`config.mk`:
```
export PLATFORM = sky130hd
export DESIGN_NAME = cpu_irq_iface
export DESIGN_NICKNAME = d
export VERILOG_FILES = /design/src/rtl/cpu_irq_iface_pkg.sv /design/src/rtl/cpu_irq_iface_cfg.sv /design/src/rtl/cpu_irq_iface_qual.sv /design/src/rtl/cpu_irq_iface_slot.sv /design/src/rtl/cpu_irq_iface.sv
export SDC_FILE = /design/constraint.sdc
export NUM_CORES = 1
export LEC_CHECK = 0
export BUFFER_PORTS_ARGS = -buffer_cell sky130_fd_sc_hd__buf_2
export CAP_MARGIN = 15
export CORE_MARGIN = 2
export CORE_UTILIZATION = 40
export DETAILED_ROUTE_END_ITERATION = 6
export GPL_TIMING_DRIVEN = 1
export PLACE_DENSITY = 0.74
export SETUP_SLACK_MARGIN = 0.5
export SYNTH_ARGS = -nofsm -noshare
export SYNTH_HDL_FRONTEND = slang
export SYNTH_SLANG_ARGS = --single-unit
```
`constraint.sdc`:
```
create_clock -name clk_i -period 1.4 [get_ports clk_i]
set_input_delay 0.07 -clock clk_i [delete_from_list [all_inputs] [get_ports clk_i]]
set_output_delay 0.07 -clock clk_i [all_outputs]
set_load 0.02 [all_outputs]
```
`src/rtl/cpu_irq_iface_pkg.sv`:
```
package cpu_irq_iface_pkg;
  // register word slots; software depends on this placement
  localparam logic [1:0] SLOT_CTRL = 2'd0;
  localparam logic [1:0] SLOT_PMSK = 2'd1;
  localparam logic [1:0] SLOT_ACK  = 2'd2;
  localparam logic [1:0] SLOT_EOI  = 2'd3;
endpackage

```
`src/rtl/cpu_irq_iface_cfg.sv`:
```
module cpu_irq_iface_cfg #(
  parameter int DATA_W = 32,
  parameter int PRIO_W = 8
) (
  input  logic              clk_i,
  input  logic              rst_ni,
  input  logic              wr_ctrl_i,
  input  logic              wr_pmsk_i,
  input  logic [DATA_W-1:0] wdata_i,
  output logic              en_o,
  output logic [PRIO_W-1:0] pmsk_o
);
  logic              en_q, en_d;
  logic [PRIO_W-1:0] pmsk_q, pmsk_d;

  always_comb begin
    en_d   = en_q;
    pmsk_d = pmsk_q;
    if (wr_ctrl_i) en_d   = wdata_i[0];
    if (wr_pmsk_i) pmsk_d = wdata_i[PRIO_W-1:0];
  end

  always_ff @(posedge clk_i or negedge rst_ni) begin
    if (!rst_ni) begin
      en_q   <= 1'b0;
      pmsk_q <= '0;
    end else begin
      if (wr_ctrl_i) en_q   <= en_d;
      if (wr_pmsk_i) pmsk_q <= pmsk_d;
    end
  end

  assign en_o   = en_q;
  assign pmsk_o = pmsk_q;
endmodule

```
`src/rtl/cpu_irq_iface_qual.sv`:
```
module cpu_irq_iface_qual #(
  parameter int DATA_W = 32,
  parameter int ID_W   = 10,
  parameter int PRIO_W = 8,
  parameter int CPU_W  = 3,
  parameter int SGI_N  = 16
) (
  input  logic              en_i,
  input  logic [PRIO_W-1:0] pmsk_i,
  input  logic              busy_i,
  input  logic              cand_vld_i,
  input  logic [ID_W-1:0]   cand_id_i,
  input  logic [PRIO_W-1:0] cand_prio_i,
  input  logic [CPU_W-1:0]  cand_src_i,
  output logic              qualify_o,
  output logic [DATA_W-1:0] ack_word_o
);
  localparam logic [ID_W-1:0] NONE_ID = {ID_W{1'b1}};
  localparam logic [ID_W-1:0] RSV_LO  = NONE_ID - ID_W'(3);
  localparam logic [ID_W-1:0] SGI_LIM = ID_W'(SGI_N);
  localparam int              PAD_W   = DATA_W - ID_W - CPU_W;

  logic             id_legal;
  logic             below_thr;
  logic [CPU_W-1:0] src_field;

  assign id_legal  = cand_id_i < RSV_LO;
  assign below_thr = cand_prio_i < pmsk_i;
  assign qualify_o = en_i & cand_vld_i & id_legal & below_thr & ~busy_i;
  assign src_field = (cand_id_i < SGI_LIM) ? cand_src_i : '0;

  always_comb begin
    if (qualify_o) ack_word_o = {{PAD_W{1'b0}}, src_field, cand_id_i};
    else           ack_word_o = {{(DATA_W-ID_W){1'b0}}, NONE_ID};
  end
endmodule

```
`src/rtl/cpu_irq_iface_slot.sv`:
```
module cpu_irq_iface_slot #(
  parameter int ID_W = 10
) (
  input  logic            clk_i,
  input  logic            rst_ni,
  input  logic            take_i,
  input  logic [ID_W-1:0] take_id_i,
  input  logic            done_wr_i,
  input  logic [ID_W-1:0] done_id_i,
  output logic            busy_o,
  output logic            ack_vld_o,
  output logic [ID_W-1:0] ack_id_o,
  output logic            eoi_vld_o,
  output logic [ID_W-1:0] eoi_id_o
);
  logic            busy_q, busy_d;
  logic [ID_W-1:0] svc_q, svc_d;
  logic            ackp_q, ackp_d;
  logic [ID_W-1:0] ackid_q;
  logic            eoip_q, eoip_d;
  logic [ID_W-1:0] eoiid_q;
  logic            done_hit;

  assign done_hit = done_wr_i & busy_q & (done_id_i == svc_q);

  always_comb begin
    busy_d = busy_q;
    svc_d  = svc_q;
    ackp_d = 1'b0;
    eoip_d = 1'b0;
    if (take_i) begin
      busy_d = 1'b1;
      svc_d  = take_id_i;
      ackp_d = 1'b1;
    end else if (done_hit) begin
      busy_d = 1'b0;
      eoip_d = 1'b1;
    end
  end

  always_ff @(posedge clk_i or negedge rst_ni) begin
    if (!rst_ni) begin
      busy_q  <= 1'b0;
      svc_q   <= '0;
      ackp_q  <= 1'b0;
      ackid_q <= '0;
      eoip_q  <= 1'b0;
      eoiid_q <= '0;
    end else begin
      busy_q <= busy_d;
      ackp_q <= ackp_d;
      eoip_q <= eoip_d;
      if (take_i) begin
        svc_q   <= svc_d;
        ackid_q <= take_id_i;
      end
      if (done_hit) eoiid_q <= done_id_i;
    end
  end

  assign busy_o    = busy_q;
  assign ack_vld_o = ackp_q;
  assign ack_id_o  = ackid_q;
  assign eoi_vld_o = eoip_q;
  assign eoi_id_o  = eoiid_q;
endmodule

```
`src/rtl/cpu_irq_iface.sv`:
```
module cpu_irq_iface #(
  parameter int DATA_W = 32,
  parameter int ADDR_W = 2,
  parameter int ID_W   = 10,
  parameter int PRIO_W = 8,
  parameter int CPU_W  = 3,
  parameter int SGI_N  = 16
) (
  input  logic              clk_i,
  input  logic              rst_ni,
  input  logic              reg_rd_i,
  input  logic              reg_wr_i,
  input  logic [ADDR_W-1:0] reg_addr_i,
  input  logic [DATA_W-1:0] reg_wdata_i,
  output logic [DATA_W-1:0] reg_rdata_o,
  input  logic              cand_vld_i,
  input  logic [ID_W-1:0]   cand_id_i,
  input  logic [PRIO_W-1:0] cand_prio_i,
  input  logic [CPU_W-1:0]  cand_src_i,
  output logic              irq_o,
  output logic              ack_vld_o,
  output logic [ID_W-1:0]   ack_id_o,
  output logic              eoi_vld_o,
  output logic [ID_W-1:0]   eoi_id_o
);
  import cpu_irq_iface_pkg::*;

  // reset: asserted asynchronously, released on the clock
  logic [1:0] rst_sync_q;
  logic       rst_n;
  always_ff @(posedge clk_i or negedge rst_ni) begin
    if (!rst_ni) rst_sync_q <= 2'b00;
    else         rst_sync_q <= {rst_sync_q[0], 1'b1};
  end
  assign rst_n = rst_sync_q[1];

  logic              en_q;
  logic [PRIO_W-1:0] pmsk_q;
  logic              busy;
  logic              qualify;
  logic [DATA_W-1:0] ack_word;
  logic              wr_ctrl, wr_pmsk, wr_eoi, rd_ack;

  assign wr_ctrl = reg_wr_i & (reg_addr_i == SLOT_CTRL);
  assign wr_pmsk = reg_wr_i & (reg_addr_i == SLOT_PMSK);
  assign wr_eoi  = reg_wr_i & (reg_addr_i == SLOT_EOI);
  assign rd_ack  = reg_rd_i & (reg_addr_i == SLOT_ACK);

  cpu_irq_iface_cfg #(.DATA_W(DATA_W), .PRIO_W(PRIO_W)) u_cfg (
    .clk_i     (clk_i),
    .rst_ni    (rst_n),
    .wr_ctrl_i (wr_ctrl),
    .wr_pmsk_i (wr_pmsk),
    .wdata_i   (reg_wdata_i),
    .en_o      (en_q),
    .pmsk_o    (pmsk_q)
  );

  cpu_irq_iface_qual #(
    .DATA_W(DATA_W), .ID_W(ID_W), .PRIO_W(PRIO_W), .CPU_W(CPU_W), .SGI_N(SGI_N)
  ) u_qual (
    .en_i        (en_q),
    .pmsk_i      (pmsk_q),
    .busy_i      (busy),
    .cand_vld_i  (cand_vld_i),
    .cand_id_i   (cand_id_i),
    .cand_prio_i (cand_prio_i),
    .cand_src_i  (cand_src_i),
    .qualify_o   (qualify),
    .ack_word_o  (ack_word)
  );

  cpu_irq_iface_slot #(.ID_W(ID_W)) u_slot (
    .clk_i     (clk_i),
    .rst_ni    (rst_n),
    .take_i    (rd_ack & qualify),
    .take_id_i (cand_id_i),
    .done_wr_i (wr_eoi),
    .done_id_i (reg_wdata_i[ID_W-1:0]),
    .busy_o    (busy),
    .ack_vld_o (ack_vld_o),
    .ack_id_o  (ack_id_o),
    .eoi_vld_o (eoi_vld_o),
    .eoi_id_o  (eoi_id_o)
  );

  // read data path
  logic [DATA_W-1:0] rdata_d, rdata_q;
  always_comb begin
    unique case (reg_addr_i)
      SLOT_CTRL: rdata_d = {{(DATA_W-1){1'b0}}, en_q};
      SLOT_PMSK: rdata_d = {{(DATA_W-PRIO_W){1'b0}}, pmsk_q};
      SLOT_ACK:  rdata_d = ack_word;
      default:   rdata_d = '0;
    endcase
  end

  always_ff @(posedge clk_i or negedge rst_n) begin
    if (!rst_n)        rdata_q <= '0;
    else if (reg_rd_i) rdata_q <= rdata_d;
  end

  assign reg_rdata_o = rdata_q;
  assign irq_o       = qualify;
endmodule

```
==> results.cfg <==
[sta]
final.setup.tns_ns = -18.29
setup_viol = 36
max_freq_ghz = 0.477
hold_violations = 0
hold_slack_ns = 0.0405
post-route-min-period_ns = 2.10
finClkSkew_ns = 0.0147
slew_viol_final = 0
min_period_over_period_pct = 150
finalWorstSetupSlack_ns = -0.697
rsz0062_at_grt = yes

[clock_tree]
clock-root-buffer = clkbuf_8
cts_sinks = 47
clkTransAtPathRegs_ns = 0.09
htreeDepth = 2
clock_path_buffers = 2
cts_buffers = 5
cts_tree = yes
clk_latency_ns = 0.30

[floorplanning]
dieWidth_um = 81.4
ios = 115
start_util_pct = 40.9
core_area_mm2 = 0.00585
core.rowCount = 28
die-area_mm2 = 0.00662
fp.dieH_um = 81.4

[run_status]
status = complete, but fails checks
failed_checks = setup timing

[yosys]
yosysSeqAreaShare_pct = 49.1
synth_warnings = 0
synth-seq-cells = 47
yosys.cell_types.count = 35
syn_avg_cell_area_um2 = 11.6
syn_inst = 206
synth_async_sr_flop_share_pct = 100
netlist_area_mm2 = 0.00239
synth_ff_type = dfrtp_1
synth_edf_count = 0

[power_and_ir_drop]
peakVddDrop_v = 0.000832
p_leak_nw = 1.92
combPwrFrac_pct = 44.4
power_density_mw_per_mm2 = 1210
p_sw_share_pct = 34.0
intPower_w = 0.00307
switchingPower_w = 0.00158
seqPwrFrac_pct = 38.2
power_frac_clock_pct = 17.4

[placed_design]
placed_cell_area_mm2 = 0.00311
port_buffers = 73
placed_cells = 389
dpl.hpwl_mm = 4.87
place_congestion = 0.860

[finish]
instances_no_fill = 421
final_area_mm2 = 0.00383
fill_cells = 412
final_nets = 412
multiInputGateArea_mm2 = 0.00125
seq_area_mm2 = 0.00118
final_cell_mix = buf_6 (53), buf_4 (48), dfrtp_1 (45)
drive_gt1_share_pct = 57.8
diodes = 0
syn2layout_area_growth_pct = 60.1
layout_commonest_cell = buf_6

[drt]
wl_per_cell_um = 15.7
antenna_left = 0
vias_per_cell = 4.97
first_pass_iters = 4
drt_wl_total_mm = 6.60
drtIter0Drc = 116
vias = 2094
drc = 0

[global_route]
track_usage_pct = 19.8
grt_overflow_total = 0
grt_pass1_vias = 2014
grt_pass1_wl_mm = 9.83
antenna_found_initial = 0
grt_max_degree = 46

[worst_setup_path]
endpoint_kind = flop
r2r_slack_ns = -0.70
crit_type = reg2reg
crit_start = u_cfg.pmsk_o[4]$_DFFE_PN0P_
cp_slowest_cell = dfrtp_1
worst-path-max-fanout = 7
worstPathRequired_ns = 1.59
arrival_ns = 2.28
critPathMaxStageDelay_ns = 0.36
timing.rr.start = u_cfg.pmsk_o[4]$_DFFE_PN0P_
crit_chain = inv_1 > ha_1 > o21a_1 > o211ai_1 > a31oi_4 > nor3_4 > buf_6 > mux2_4
start_kind = flop

[hold_path]
hp-class = in2reg
holdCritStartpoint = reg_wdata_i[9]

[run]
maxCapViolCount = 0
## kinds of logic (layout without fill, tap and decap cells)
logic type	after synthesis	count (layout)	synth area share [%]
simple gates	46	46	9.72
xor+xnor	10	10	3.66
fa+ha+maj	7	7	3.66
compound gates	29	29	9.36
other cells	2	20	0.314
mux	30	30	15.3
flops	47	47	49.1
buf+inv	35	157	8.83
## worst max-delay path: cells and delay by family, from the launching register on
family                   cells  cell delay, ns
AO/OA/AOI/OAI                3            0.54
adder cells (fa/ha/maj)      1            0.27
AND/OR/NAND/NOR              1            0.27
buffers and inverters        2            0.24
flip-flops                   1            0.36
multiplexers                 1            0.30
## metrics by stage
step           util [%]  worst slack, ns  power, W
3_3_place_gp       53.1           -0.590   0.00318
6_report           65.5           -0.697   0.00465
3_5_place_dp       53.1           -0.655   0.00323
5_1_grt            65.5           -0.762   0.00488
4_1_cts            62.4           -0.639   0.00449
2_1_floorplan         -           -0.552   0.00256
## power by group through the flow
stage / combinational, W / sequential [W] / clock (W)
after floorplan: 0.000629 / 0.00193 / 0
after global placement: 0.00144 / 0.00174 / 0
after detailed placement: 0.00148 / 0.00175 / 0
after CTS: 0.00189 / 0.00176 / 0.000836
after global routing: 0.00219 / 0.00179 / 0.000903
final: 0.00206 / 0.00177 / 0.000810
## registers in the layout (all words and copies together) (netlist names)
| name | flops |
|---|---|
| u_cfg.pmsk_o | 8 |
| u_slot.busy_o | 1 |
| u_slot.svc_q | 10 |
| u_slot.eoi_vld_o | 1 |
| reg_rdata_o | 13 |
| rst_sync_q | 2 |
| u_slot.eoi_id_o | 10 |
| u_slot.ack_vld_o | 1 |
| u_cfg.en_o | 1 |
## layout make-up
class	count	share of cell area, %
Clock buffer	5	1.80
Clock inverter	3	0.523
Inverter	8	0.784
Multi-Input combinational cell	142	32.7
Sequential cell	47	30.8
Tap cell	75	2.45
Timing Repair Buffer	141	31.0
## metal layers
| layer | GRT usage, % | vias up | part of all wire, % |
|---|---|---|---|
| met5 | 0 | - | 0 |
| met2 | 32.9 | 95 | 51 |
| li1 | - | 971 | - |
| met1 | 24.6 | 1016 | 41 |
| met4 | 7.80 | 0 | 2.3 |
| met3 | 5.11 | 12 | 6.5 |
## repair_timing
action	CTS	global route
endpoints found under the hold margin	2	0
endpoints found under the setup margin	73	78
hold buffers	1	0
pin swaps	6	6
setup buffers	14	9
gates resized for setup	98	22
## cell usage after synthesis, types with 2 or more instances
master	n	area (um^2)
dfrtp_1	47	1180
mux2_2	21	236
buf_4	19	143
nor2_1	15	56.3
nand2_1	12	45.0
inv_1	8	30.0
mux2_4	8	120
o31ai_1	8	60.1
xor2_1	8	70.1
a31oi_1	7	43.8
ha_1	7	87.6
clkbuf_1	6	22.5
nand4_1	5	31.3
and3_1	4	25.0
a22o_1	3	26.3
nor4_1	3	18.8
conb_1	2	7.51
nor2b_1	2	12.5
nor3_1	2	10.0
o21a_1	2	15.0
o2bb2ai_1	2	17.5
xnor2_1	2	17.5
## path summary, 6_finish.rpt
kind	endpoint	cells after the start
hold / removal	u_slot.eoi_id_o[9]$_DFFE_PN0P_	2
setup / recovery	u_slot.svc_q[8]$_DFFE_PN0P_	8
min in group asynchronous	rst_sync_q[0]$_DFF_PN0_	2
hold reg to reg	u_slot.svc_q[9]$_DFFE_PN0P_	1
setup reg to reg	u_slot.svc_q[8]$_DFFE_PN0P_	8
max in group asynchronous	u_slot.busy_o$_DFFE_PN0P_	1
No activity file was read; power rests on OpenSTA's default activity.
